<file path="config.mk">
export PLATFORM = sky130hd
export DESIGN_NAME = boot_remap_decoder
export DESIGN_NICKNAME = d
export VERILOG_FILES = /design/src/rtl/remap_pkg.sv /design/src/rtl/remap_ctrl_reg.sv /design/src/rtl/remap_window.sv /design/src/rtl/remap_route.sv /design/src/rtl/boot_remap_decoder.sv
export SDC_FILE = /design/constraint.sdc
export NUM_CORES = 1
export LEC_CHECK = 0
export BUFFER_PORTS_ARGS = -buffer_cell sky130_fd_sc_hd__buf_2
export CAP_MARGIN = 40
export CORE_MARGIN = 2
export CORE_UTILIZATION = 31
export DETAILED_ROUTE_END_ITERATION = 8
export HOLD_SLACK_MARGIN = 0.08
export PLACE_DENSITY_LB_ADDON = 0.12
export SYNTH_ARGS = -nofsm -noshare
export SYNTH_HDL_FRONTEND = slang
export SYNTH_SLANG_ARGS = --single-unit
</file>
<file path="constraint.sdc">
create_clock -name clk -period 2 [get_ports clk]
set_input_delay 0.4 -clock clk [delete_from_list [all_inputs] [get_ports clk]]
set_output_delay 0.4 -clock clk [all_outputs]
set_load 0.05 [all_outputs]
</file>
<file path="src/rtl/remap_pkg.sv">
package remap_pkg;
  localparam int CFG_W = 4;
  localparam int TGT_N = 6;

  // one-hot target select bit positions
  localparam int TGT_ROM   = 0;
  localparam int TGT_RAM   = 1;
  localparam int TGT_SDRAM = 2;
  localparam int TGT_H2F   = 3;
  localparam int TGT_LW    = 4;
  localparam int TGT_OTHER = 5;

  // address window indices
  localparam int W_LOW_SMALL  = 0;
  localparam int W_LOW_REGION = 1;
  localparam int W_SDRAM      = 2;
  localparam int W_H2F        = 3;
  localparam int W_LW         = 4;
  localparam int W_ROM_ALIAS  = 5;
  localparam int W_RAM_ALIAS  = 6;
  localparam int NWIN         = 7;

  typedef struct packed {
    logic lw_en;         // bit 3
    logic h2f_en;        // bit 2
    logic dev_zero_ram;  // bit 1
    logic cpu_zero_ram;  // bit 0
  } remap_cfg_t;
endpackage

</file>
<file path="src/rtl/remap_ctrl_reg.sv">
module remap_ctrl_reg
  import remap_pkg::*;
(
  input  logic             clk,
  input  logic             rst,
  input  logic             wr_en,
  input  logic [CFG_W-1:0] wr_data,
  output remap_cfg_t       cfg
);
  always_ff @(posedge clk) begin
    if (rst) cfg <= '0;
    else if (wr_en) cfg <= remap_cfg_t'(wr_data);
  end

  // a write replaces every bit of the word
  a_r12_full_replace: assert property (@(posedge clk) disable iff (rst)
    wr_en |=> (cfg == $past(wr_data)));
  // without a write the word holds
  a_r12_hold: assert property (@(posedge clk) disable iff (rst)
    !wr_en |=> $stable(cfg));
endmodule

</file>
<file path="src/rtl/remap_window.sv">
module remap_window #(
  parameter int               ADDR_W = 32,
  parameter logic [ADDR_W-1:0] LO    = '0,
  parameter logic [ADDR_W-1:0] HI    = '1
) (
  input  logic [ADDR_W-1:0] addr,
  output logic              hit
);
  generate
    if (LO == '0) begin : g_from_zero
      assign hit = (addr <= HI);
    end else begin : g_bounded
      assign hit = (addr >= LO) && (addr <= HI);
    end
  endgenerate
endmodule

</file>
<file path="src/rtl/remap_route.sv">
module remap_route
  import remap_pkg::*;
(
  input  logic             valid,
  input  logic             cpu,
  input  logic [NWIN-1:0]  hit,
  input  remap_cfg_t       cfg,
  output logic [TGT_N-1:0] sel,
  output logic             err
);
  int  pick;
  logic bad;

  always_comb begin
    pick = TGT_OTHER;
    bad  = 1'b0;
    if (hit[W_LOW_REGION]) begin
      if (cpu) begin
        if (hit[W_LOW_SMALL]) pick = cfg.cpu_zero_ram ? TGT_RAM : TGT_ROM;
        else bad = 1'b1;
      end else begin
        pick = (cfg.dev_zero_ram && hit[W_LOW_SMALL]) ? TGT_RAM : TGT_SDRAM;
      end
    end else if (hit[W_SDRAM]) begin
      pick = TGT_SDRAM;
    end else if (hit[W_H2F]) begin
      pick = TGT_H2F;
      bad  = !cfg.h2f_en;
    end else if (hit[W_LW]) begin
      pick = TGT_LW;
      bad  = !cfg.lw_en;
    end else if (hit[W_ROM_ALIAS]) begin
      pick = cpu ? TGT_ROM : TGT_OTHER;
    end else if (hit[W_RAM_ALIAS]) begin
      pick = TGT_RAM;
    end
    err = valid && bad;
    sel = (valid && !bad) ? (TGT_N'(1) << pick) : '0;
  end
endmodule

</file>
<file path="src/rtl/boot_remap_decoder.sv">
module boot_remap_decoder
  import remap_pkg::*;
#(
  parameter int                ADDR_W         = 32,
  parameter logic [ADDR_W-1:0] SMALL_BYTES    = 32'h0001_0000,
  parameter logic [ADDR_W-1:0] REGION_BYTES   = 32'h0010_0000,
  parameter logic [ADDR_W-1:0] SDRAM_END      = 32'hC000_0000,
  parameter logic [ADDR_W-1:0] H2F_BASE       = 32'hC000_0000,
  parameter logic [ADDR_W-1:0] H2F_LAST       = 32'hFBFF_FFFF,
  parameter logic [ADDR_W-1:0] LW_BASE        = 32'hFF20_0000,
  parameter logic [ADDR_W-1:0] LW_LAST        = 32'hFF3F_FFFF,
  parameter logic [ADDR_W-1:0] ROM_ALIAS_BASE = 32'hFFFD_0000,
  parameter logic [ADDR_W-1:0] RAM_ALIAS_BASE = 32'hFFFF_0000
) (
  input  logic              clk,
  input  logic              rst,
  input  logic              cfg_wr,
  input  logic [CFG_W-1:0]  cfg_wdata,
  output logic [CFG_W-1:0]  cfg_rdata,
  input  logic              req_valid,
  input  logic              req_cpu,
  input  logic [ADDR_W-1:0] req_addr,
  output logic [TGT_N-1:0]  tgt_sel,
  output logic              dec_err
);
  localparam logic [ADDR_W-1:0] ZERO = {ADDR_W{1'b0}};
  localparam logic [ADDR_W-1:0] ONE  = {{(ADDR_W-1){1'b0}}, 1'b1};
  localparam logic [ADDR_W-1:0] SMALL_LAST     = SMALL_BYTES - ONE;
  localparam logic [ADDR_W-1:0] REGION_LAST    = REGION_BYTES - ONE;
  localparam logic [ADDR_W-1:0] SDRAM_LAST     = SDRAM_END - ONE;
  localparam logic [ADDR_W-1:0] ROM_ALIAS_LAST = ROM_ALIAS_BASE + SMALL_LAST;
  localparam logic [ADDR_W-1:0] RAM_ALIAS_LAST = RAM_ALIAS_BASE + SMALL_LAST;

  localparam logic [NWIN-1:0][ADDR_W-1:0] WIN_LO =
    {RAM_ALIAS_BASE, ROM_ALIAS_BASE, LW_BASE, H2F_BASE, REGION_BYTES, ZERO, ZERO};
  localparam logic [NWIN-1:0][ADDR_W-1:0] WIN_HI =
    {RAM_ALIAS_LAST, ROM_ALIAS_LAST, LW_LAST, H2F_LAST, SDRAM_LAST, REGION_LAST, SMALL_LAST};

  remap_cfg_t      cfg;
  logic [NWIN-1:0] hit;

  remap_ctrl_reg u_ctrl (
    .clk     (clk),
    .rst     (rst),
    .wr_en   (cfg_wr),
    .wr_data (cfg_wdata),
    .cfg     (cfg)
  );

  generate
    for (genvar w = 0; w < NWIN; w++) begin : g_win
      remap_window #(.ADDR_W(ADDR_W), .LO(WIN_LO[w]), .HI(WIN_HI[w])) u_win (
        .addr (req_addr),
        .hit  (hit[w])
      );
    end
  endgenerate

  remap_route u_route (
    .valid (req_valid),
    .cpu   (req_cpu),
    .hit   (hit),
    .cfg   (cfg),
    .sel   (tgt_sel),
    .err   (dec_err)
  );

  assign cfg_rdata = '0;  // write-only word

  a_r11_single_target: assert property (@(posedge clk) disable iff (rst)
    (req_valid && !dec_err) |-> ($countones(tgt_sel) == 1));
  a_r11_err_no_target: assert property (@(posedge clk) disable iff (rst)
    dec_err |-> (tgt_sel == '0));
  a_r11_idle_quiet: assert property (@(posedge clk) disable iff (rst)
    !req_valid |-> (tgt_sel == '0 && !dec_err));
  a_r9_ram_alias: assert property (@(posedge clk) disable iff (rst)
    (req_valid && hit[W_RAM_ALIAS]) |-> tgt_sel[TGT_RAM]);
  a_r3_cpu_hole: assert property (@(posedge clk) disable iff (rst)
    (req_valid && req_cpu && hit[W_LOW_REGION] && !hit[W_LOW_SMALL]) |-> dec_err);
  a_r6_h2f_gate: assert property (@(posedge clk) disable iff (rst)
    (req_valid && hit[W_H2F] && !cfg.h2f_en) |-> dec_err);
  a_r7_lw_gate: assert property (@(posedge clk) disable iff (rst)
    (req_valid && hit[W_LW] && !cfg.lw_en) |-> dec_err);
endmodule

</file>
==> flow_metrics.env, run 1 <==
export IMPL_cts_root_buf="clkbuf_4"
export IMPL_start_util_pct=32.4
export IMPL_die_h_um=40.7
export IMPL_drtPass1Iterations=2
export IMPL_drtIter0Drc=3
export IMPL_drive_gt1_share_pct=74.2
export IMPL_yosysSeqAreaShare_pct=19.2
export IMPL_layout_common_cells="22 x buf_2, 8 x buf_4, 6 x nor2_4, 6 x buf_6, 5 x nor2_1"
export IMPL_status="finished with violations"
export IMPL_cts_buffers=3
export IMPL_critical_path_peak_fanout=3
export IMPL_hold_buffers=0
export IMPL_crit_arrival_ns=1.75
export IMPL_endpoint_kind="output port"
export IMPL_area_growth_syn_to_layout_pct=136
export IMPL_cts_tree="built"
export IMPL_largest_reg_flops=4
export IMPL_ir_worst_vdd_uv=313
export IMPL_grt_max_degree=5
export IMPL_switchingPower_uw=132
export IMPL_reg_top3="u_ctrl.cfg x4"
export IMPL_numPortBuffers=31
export IMPL_fin_skew_ns=0
export IMPL_avgViaCountPerCell=5.16
export IMPL_rows=13
export IMPL_ys_types=27
export IMPL_leakage_nw=0.402
export IMPL_ioPinCount=52
export IMPL_ant_nets=0
export IMPL_dp_hpwl_um=956
export IMPL_min_path_type="primary input to flop"
export IMPL_final_common_cell="buf_2"
export IMPL_gp_congestion=0.757
export IMPL_antenna_cells=0
export IMPL_final_area_um2=982
export IMPL_yosys_warnings=0
export IMPL_wl_per_cell_um=12.9
export IMPL_fin_crit_sh_pct=108
export IMPL_top_register="u_ctrl.cfg"
export IMPL_fin_crit_ns=2.15
export IMPL_grt_ovfl_total=0
export IMPL_power_uw=350
export IMPL_dpl_instance_area_um2=696
export IMPL_pwr_share_clk_pct=28.4
export IMPL_setup_viol=7
export IMPL_fin_tns_setup_ns=-0.901
export IMPL_rsz0062_at_grt="yes"
export IMPL_die_area_um2=1650
export IMPL_grtUsageTotal_pct=20.5
export IMPL_drv_cap=0
export IMPL_fmaxAchievable_mhz=465
export IMPL_p_per_area_nw_per_um2=356
export IMPL_clk_pin_slew_ns=0.04
export IMPL_synth_seq_cells=4
export IMPL_nets=140
export IMPL_slew_viol_final=0
export IMPL_clock_path_buffers=2
export IMPL_critPathRequiredTime_ns=1.60
export IMPL_start_kind="primary input"
export IMPL_grt_pass1_wl_um=2210
export IMPL_syn_inst=57
export IMPL_p_comb_share_pct=46.2
export IMPL_vias=578
export IMPL_avgSynthCellArea_um2=7.31
export IMPL_hold_violations=0
export IMPL_drc=0
export IMPL_cts_max_level=1
export IMPL_syn_cell_area_um2=417
export IMPL_crit_type="primary input to output port"
export IMPL_die_x_um=40.7
export IMPL_cts_sinks=4
export IMPL_grt_pass1_vias=565
export IMPL_finalWirelength_um=1450
export IMPL_pwr_share_seq_pct=25.4
export IMPL_fp_coreArea_um2=1280
export IMPL_clk_latency_ns=0.23
export IMPL_violations="setup timing"
export IMPL_p_int_uw=218
export IMPL_layout_setup_ws_ns=-0.151
export IMPL_swShare_pct=37.6
export IMPL_dp_slack_ns=-0.257
export IMPL_antenna_found_initial=0
cell type report:
cell class	instances	area [um2]
Clock buffer	3	22.5
Tap cell	15	18.8
Timing Repair Buffer	39	283
Sequential cell	4	80.1
Multi-Input combinational cell	49	571
Inverter	2	7.51
Fill cell	90	303
through the flow:
stage / util, % / instances / hold slack (ns)
CTS: 71.8 / 111 / 0.362
floorplan: - / 60 / 0.451
finish: 76.4 / 112 / 0.373
global route: 76.4 / 112 / 0.369
global placement: 54.1 / 107 / 0.476
detailed placement: 54.1 / 107 / 0.489
Yosys cell counts (all sizes together):
master    n  area share (%)
a21o      1             1.8
a21oi     3             3.6
a2bb2oi   1             3.6
a41o      1             2.4
buf       4             7.2
clkbuf    1            0.90
conb      1            0.90
dfxtp     4              19
inv       2             1.8
mux2i     4             9.6
nand2     4             3.6
nand2b    1             1.5
nand3     2             3.6
nand3b    1             1.8
nand4     2             3.0
nand4bb   1             2.7
nor2     12              11
nor2b     1             1.5
nor3      2             2.4
nor4      4             6.0
o2111ai   1             2.1
o41ai     2             6.0
or2       1             1.5
or4       1             1.8
power groups by stage:
stage	combinational (mW)	sequential (mW)	clock (mW)
floorplan	0.0769	0.0881	0
global placement	0.117	0.0889	0
detailed placement	0.118	0.0889	0
CTS	0.149	0.0888	0.106
global route	0.172	0.0894	0.112
finish	0.162	0.0889	0.0992
metal layers:
metal / routed length, um / global-route usage (%) / part of all wire, %
met1: 593 / 22.2 / 41
met2: 795 / 38.1 / 55
met3: 53 / 1.63 / 3.7
met4: 8 / 12.5 / 0.55
met5: 0 / 0 / 0
worst paths after layout:
path                                       to           from  slack, ns  cells past startpoint
worst max register to register  u_ctrl.cfg[3]  u_ctrl.cfg[3]       1.38                      2
worst max-delay path               tgt_sel[1]   req_addr[19]      -0.15                      8
worst min register to register  u_ctrl.cfg[0]  u_ctrl.cfg[0]       0.49                      2
worst min-delay path            u_ctrl.cfg[1]            rst       0.37                      2
worst max-delay path, cell delays in order:
cell and delay [ns]:
buf_6 0.10, nor4_4 0.31, buf_4 0.18, nand3b_1 0.12, buf_4 0.17, a21oi_4 0.24, nor2_4 0.07, buf_8 0.15
kinds of logic after synthesis:
group / share of synthesized area, %
other: 0.900
and+or+nand+nor: 40.8
AOI/OAI and AO/OA: 19.5
DFF: 19.2
muxes: 9.61
buffers and inverters: 9.91
timing repair:
action	CTS	global route
setup endpoints to repair	7	7
pin swaps	15	9
resized for setup	39	9
buffers inserted	1	1
(Power assumes the default switching activity.)
==> inputs of run 2 (changes only) <==
--- a/config.mk
+++ b/config.mk
@@ -6,8 +6,9 @@
 export NUM_CORES = 1
 export LEC_CHECK = 0
+export ABC_AREA = 1
 export BUFFER_PORTS_ARGS = -buffer_cell sky130_fd_sc_hd__buf_2
 export CAP_MARGIN = 40
 export CORE_MARGIN = 2
-export CORE_UTILIZATION = 31
+export CORE_UTILIZATION = 36
 export DETAILED_ROUTE_END_ITERATION = 8
 export HOLD_SLACK_MARGIN = 0.08
==> constraint.sdc (replaced) <==
create_clock -name clk -period 2 [get_ports clk]
set_input_delay 0.3 -clock clk [delete_from_list [all_inputs] [get_ports clk]]
set_output_delay 0.3 -clock clk [all_outputs]
set_load 0.05 [all_outputs]
==> flow_metrics.env, run 2 <==
export IMPL_status="completed"
export IMPL_slowest_delay_ns=0.26
export IMPL_finalWirelength_um=1290
export IMPL_grt_ovfl_total=0
export IMPL_die_x_um=44.0
export IMPL_ys_types=17
export IMPL_nets=180
export IMPL_endpoint_kind="output port"
export IMPL_yosys_warnings=0
export IMPL_largest_reg_flops=4
export IMPL_switchingPower_uw=114
export IMPL_drtIter0Drc=11
export IMPL_start_util_pct=38.2
export IMPL_fp_coreArea_um2=1510
export IMPL_drv_cap=0
export IMPL_clk_pin_slew_ns=0.04
export IMPL_synth_top_area_share_pct=16.3
export IMPL_leakage_nw=0.419
export IMPL_r2r_cells=2
export IMPL_clk_latency_ns=0.24
export IMPL_final_common_cell="buf_2"
export IMPL_antenna_cells=0
export IMPL_cts_tree="built"
export IMPL_antenna_found_initial=0
export IMPL_ioPinCount=52
export IMPL_cts_max_level=1
export IMPL_final_cells=153
export IMPL_gp_congestion=0.833
export IMPL_min_path_type="primary input to flop"
export IMPL_final_area_um2=754
export IMPL_pwr_share_clk_pct=33.9
export IMPL_ir_worst_vdd_uv=363
export IMPL_crit_type="primary input to output port"
export IMPL_cts_buffers=3
export IMPL_r2r_setup_slack_ns=1.35
export IMPL_area_growth_syn_to_layout_pct=31.1
export IMPL_top_register="u_ctrl.cfg"
export IMPL_dpl_instance_area_um2=732
export IMPL_p_int_uw=190
export IMPL_die_h_um=44.0
export IMPL_ys_flop_type="dfxtp_1"
export IMPL_numPortBuffers=31
export IMPL_ant_nets=0
export IMPL_power_uw=304
export IMPL_fin_crit_sh_pct=86.7
export IMPL_grt_pass1_vias=639
export IMPL_fin_crit_ns=1.73
export IMPL_synthArstFlopShare_pct=0
export IMPL_synth_most_common_cell="nand2_1"
export IMPL_drive_gt1_share_pct=35.0
export IMPL_avgSynthCellArea_um2=5.53
export IMPL_synth_edf_count=0
export IMPL_die_area_um2=1930
export IMPL_wl_per_cell_um=8.44
export IMPL_critical_path_top_delay_family="simple AND/OR/NAND/NOR gates"
export IMPL_reg_top3="u_ctrl.cfg x4"
export IMPL_drc=0
export IMPL_hold_violations=0
export IMPL_drtPass1Iterations=4
export IMPL_synth_commonest_cells="25 x nand2_1, 21 x nor2_1, 16 x inv_1"
export IMPL_yosysSeqAreaShare_pct=13.9
export IMPL_rows=14
export IMPL_fmaxAchievable_mhz=577
export IMPL_crit_arrival_ns=1.43
export IMPL_p_comb_share_pct=37.5
export IMPL_postCtsSetupBuffers=0
export IMPL_critical_path_peak_fanout=4
export IMPL_layout_common_cells="31 x buf_2, 25 x nand2_1, 21 x nor2_1, 16 x inv_1, 12 x nand3_1"
export IMPL_fin_hold_ws_ns=0.260
export IMPL_slew_viol_final=0
export IMPL_crit_chain="buf_2, nor2_2, a21oi_1, nand3_1, nand3_2, nor2_4, nand2_1, nor2_1, buf_2"
export IMPL_fillers=182
export IMPL_grtUsageTotal_pct=15.2
export IMPL_syn_inst=104
export IMPL_rsz0062_at_grt="no"
export IMPL_path_depth=9
export IMPL_grt_pass1_wl_um=2260
export IMPL_avgViaCountPerCell=4.59
export IMPL_synth_top_area_cell="nand2_1"
export IMPL_cts_root_buf="clkbuf_4"
export IMPL_critPathRequiredTime_ns=1.70
export IMPL_setup_viol=0
export IMPL_crit_buf_inv=2
export IMPL_clock_path_buffers=2
export IMPL_cts_sinks=4
export IMPL_fin_skew_ns=0
export IMPL_start_kind="primary input"
export IMPL_syn_cell_area_um2=576
export IMPL_hold_buffers=0
export IMPL_pwr_share_seq_pct=28.7
export IMPL_vias=702
export IMPL_swShare_pct=37.4
export IMPL_whs_path_depth=2
export IMPL_cts_resized=0
export IMPL_cpMostUsedCell="buf_2"
export IMPL_synthTopCellsByArea="nand2_1 16%, dfxtp_1 14%, nor2_1 14%"
export IMPL_placed_cells_incl_taps=150
export IMPL_dp_hpwl_um=1150
export IMPL_p_per_area_nw_per_um2=403
export IMPL_cp_slowest_cell="buf_2"
export IMPL_synth_seq_cells=4
export IMPL_grt_max_degree=7
export IMPL_fin_tns_setup_ns=0
[run 2: changes by cell type after synthesis, moves of 4 or more]
| cell | delta |
|---|---|
| inv_1 | +14 |
| mux2i_1 | -4 |
| nand2_1 | +21 |
| nand2_2 | +4 |
| nand3_1 | +11 |
| nor2_1 | +10 |
| nor2_4 | +5 |
| nor4_1 | -4 |
[run 2: cell type report]
type,count,area (um2),area share [%]
Multi-Input combinational cell,83,417,55.2
Timing Repair Buffer,31,155,20.6
Sequential cell,4,80.1,10.6
Inverter,16,60.1,7.96
Clock buffer,3,22.5,2.99
Tap cell,16,20.0,2.65
[run 2: per-stage QoR]
stage / setup slack, ns / util (%)
5_1_grt: 0.0733 / 50.1
6_report: 0.266 / 50.1
4_1_cts: 0.246 / 50.1
3_3_place_gp: 0.272 / 48.6
2_1_floorplan: 0.143 / -
3_5_place_dp: 0.251 / 48.6
[run 2: final timing paths]
| path | endpoint | startpoint |
|---|---|---|
| setup / recovery | tgt_sel[1] | req_addr[16] |
| hold / removal | u_ctrl.cfg[1] | rst |
| setup reg to reg | u_ctrl.cfg[2] | u_ctrl.cfg[2] |
| hold reg to reg | u_ctrl.cfg[1] | u_ctrl.cfg[1] |
[run 2: worst reg2reg max path: cells and delay by family (launching register included)]
family / cells / cell delay (ns)
buffers and inverters: 1 / 0.05
flip-flops: 1 / 0.30
AO/OA/AOI/OAI: 1 / 0.22
[run 2: power groups by stage]
stage          sequential (mW)  clock [mW]  combinational, mW
2_1_floorplan           0.0878           0             0.0807
6_report                0.0872       0.103              0.114
5_1_grt                 0.0874       0.113              0.128
3_5_place_dp            0.0885           0              0.115
4_1_cts                 0.0872       0.107              0.115
3_3_place_gp            0.0881           0              0.112
[run 2: cells by family after synthesis]
family          Yosys count  share of synthesized area [%]
compound gates            5                           5.22
flops                     4                           13.9
other cells               1                          0.652
buf+inv                  20                           15.7
simple gates             74                           64.6
[run 2: metal layers]
| layer | vias to the layer above | track usage [%] | part of all wire [%] |
|---|---|---|---|
| met3 | 3 | 0 | 6.0 |
| li1 | 379 | - | - |
| met5 | - | 0 | 0 |
| met1 | 298 | 17.2 | 41 |
| met2 | 22 | 28.2 | 51 |
| met4 | 0 | 9.09 | 1.9 |
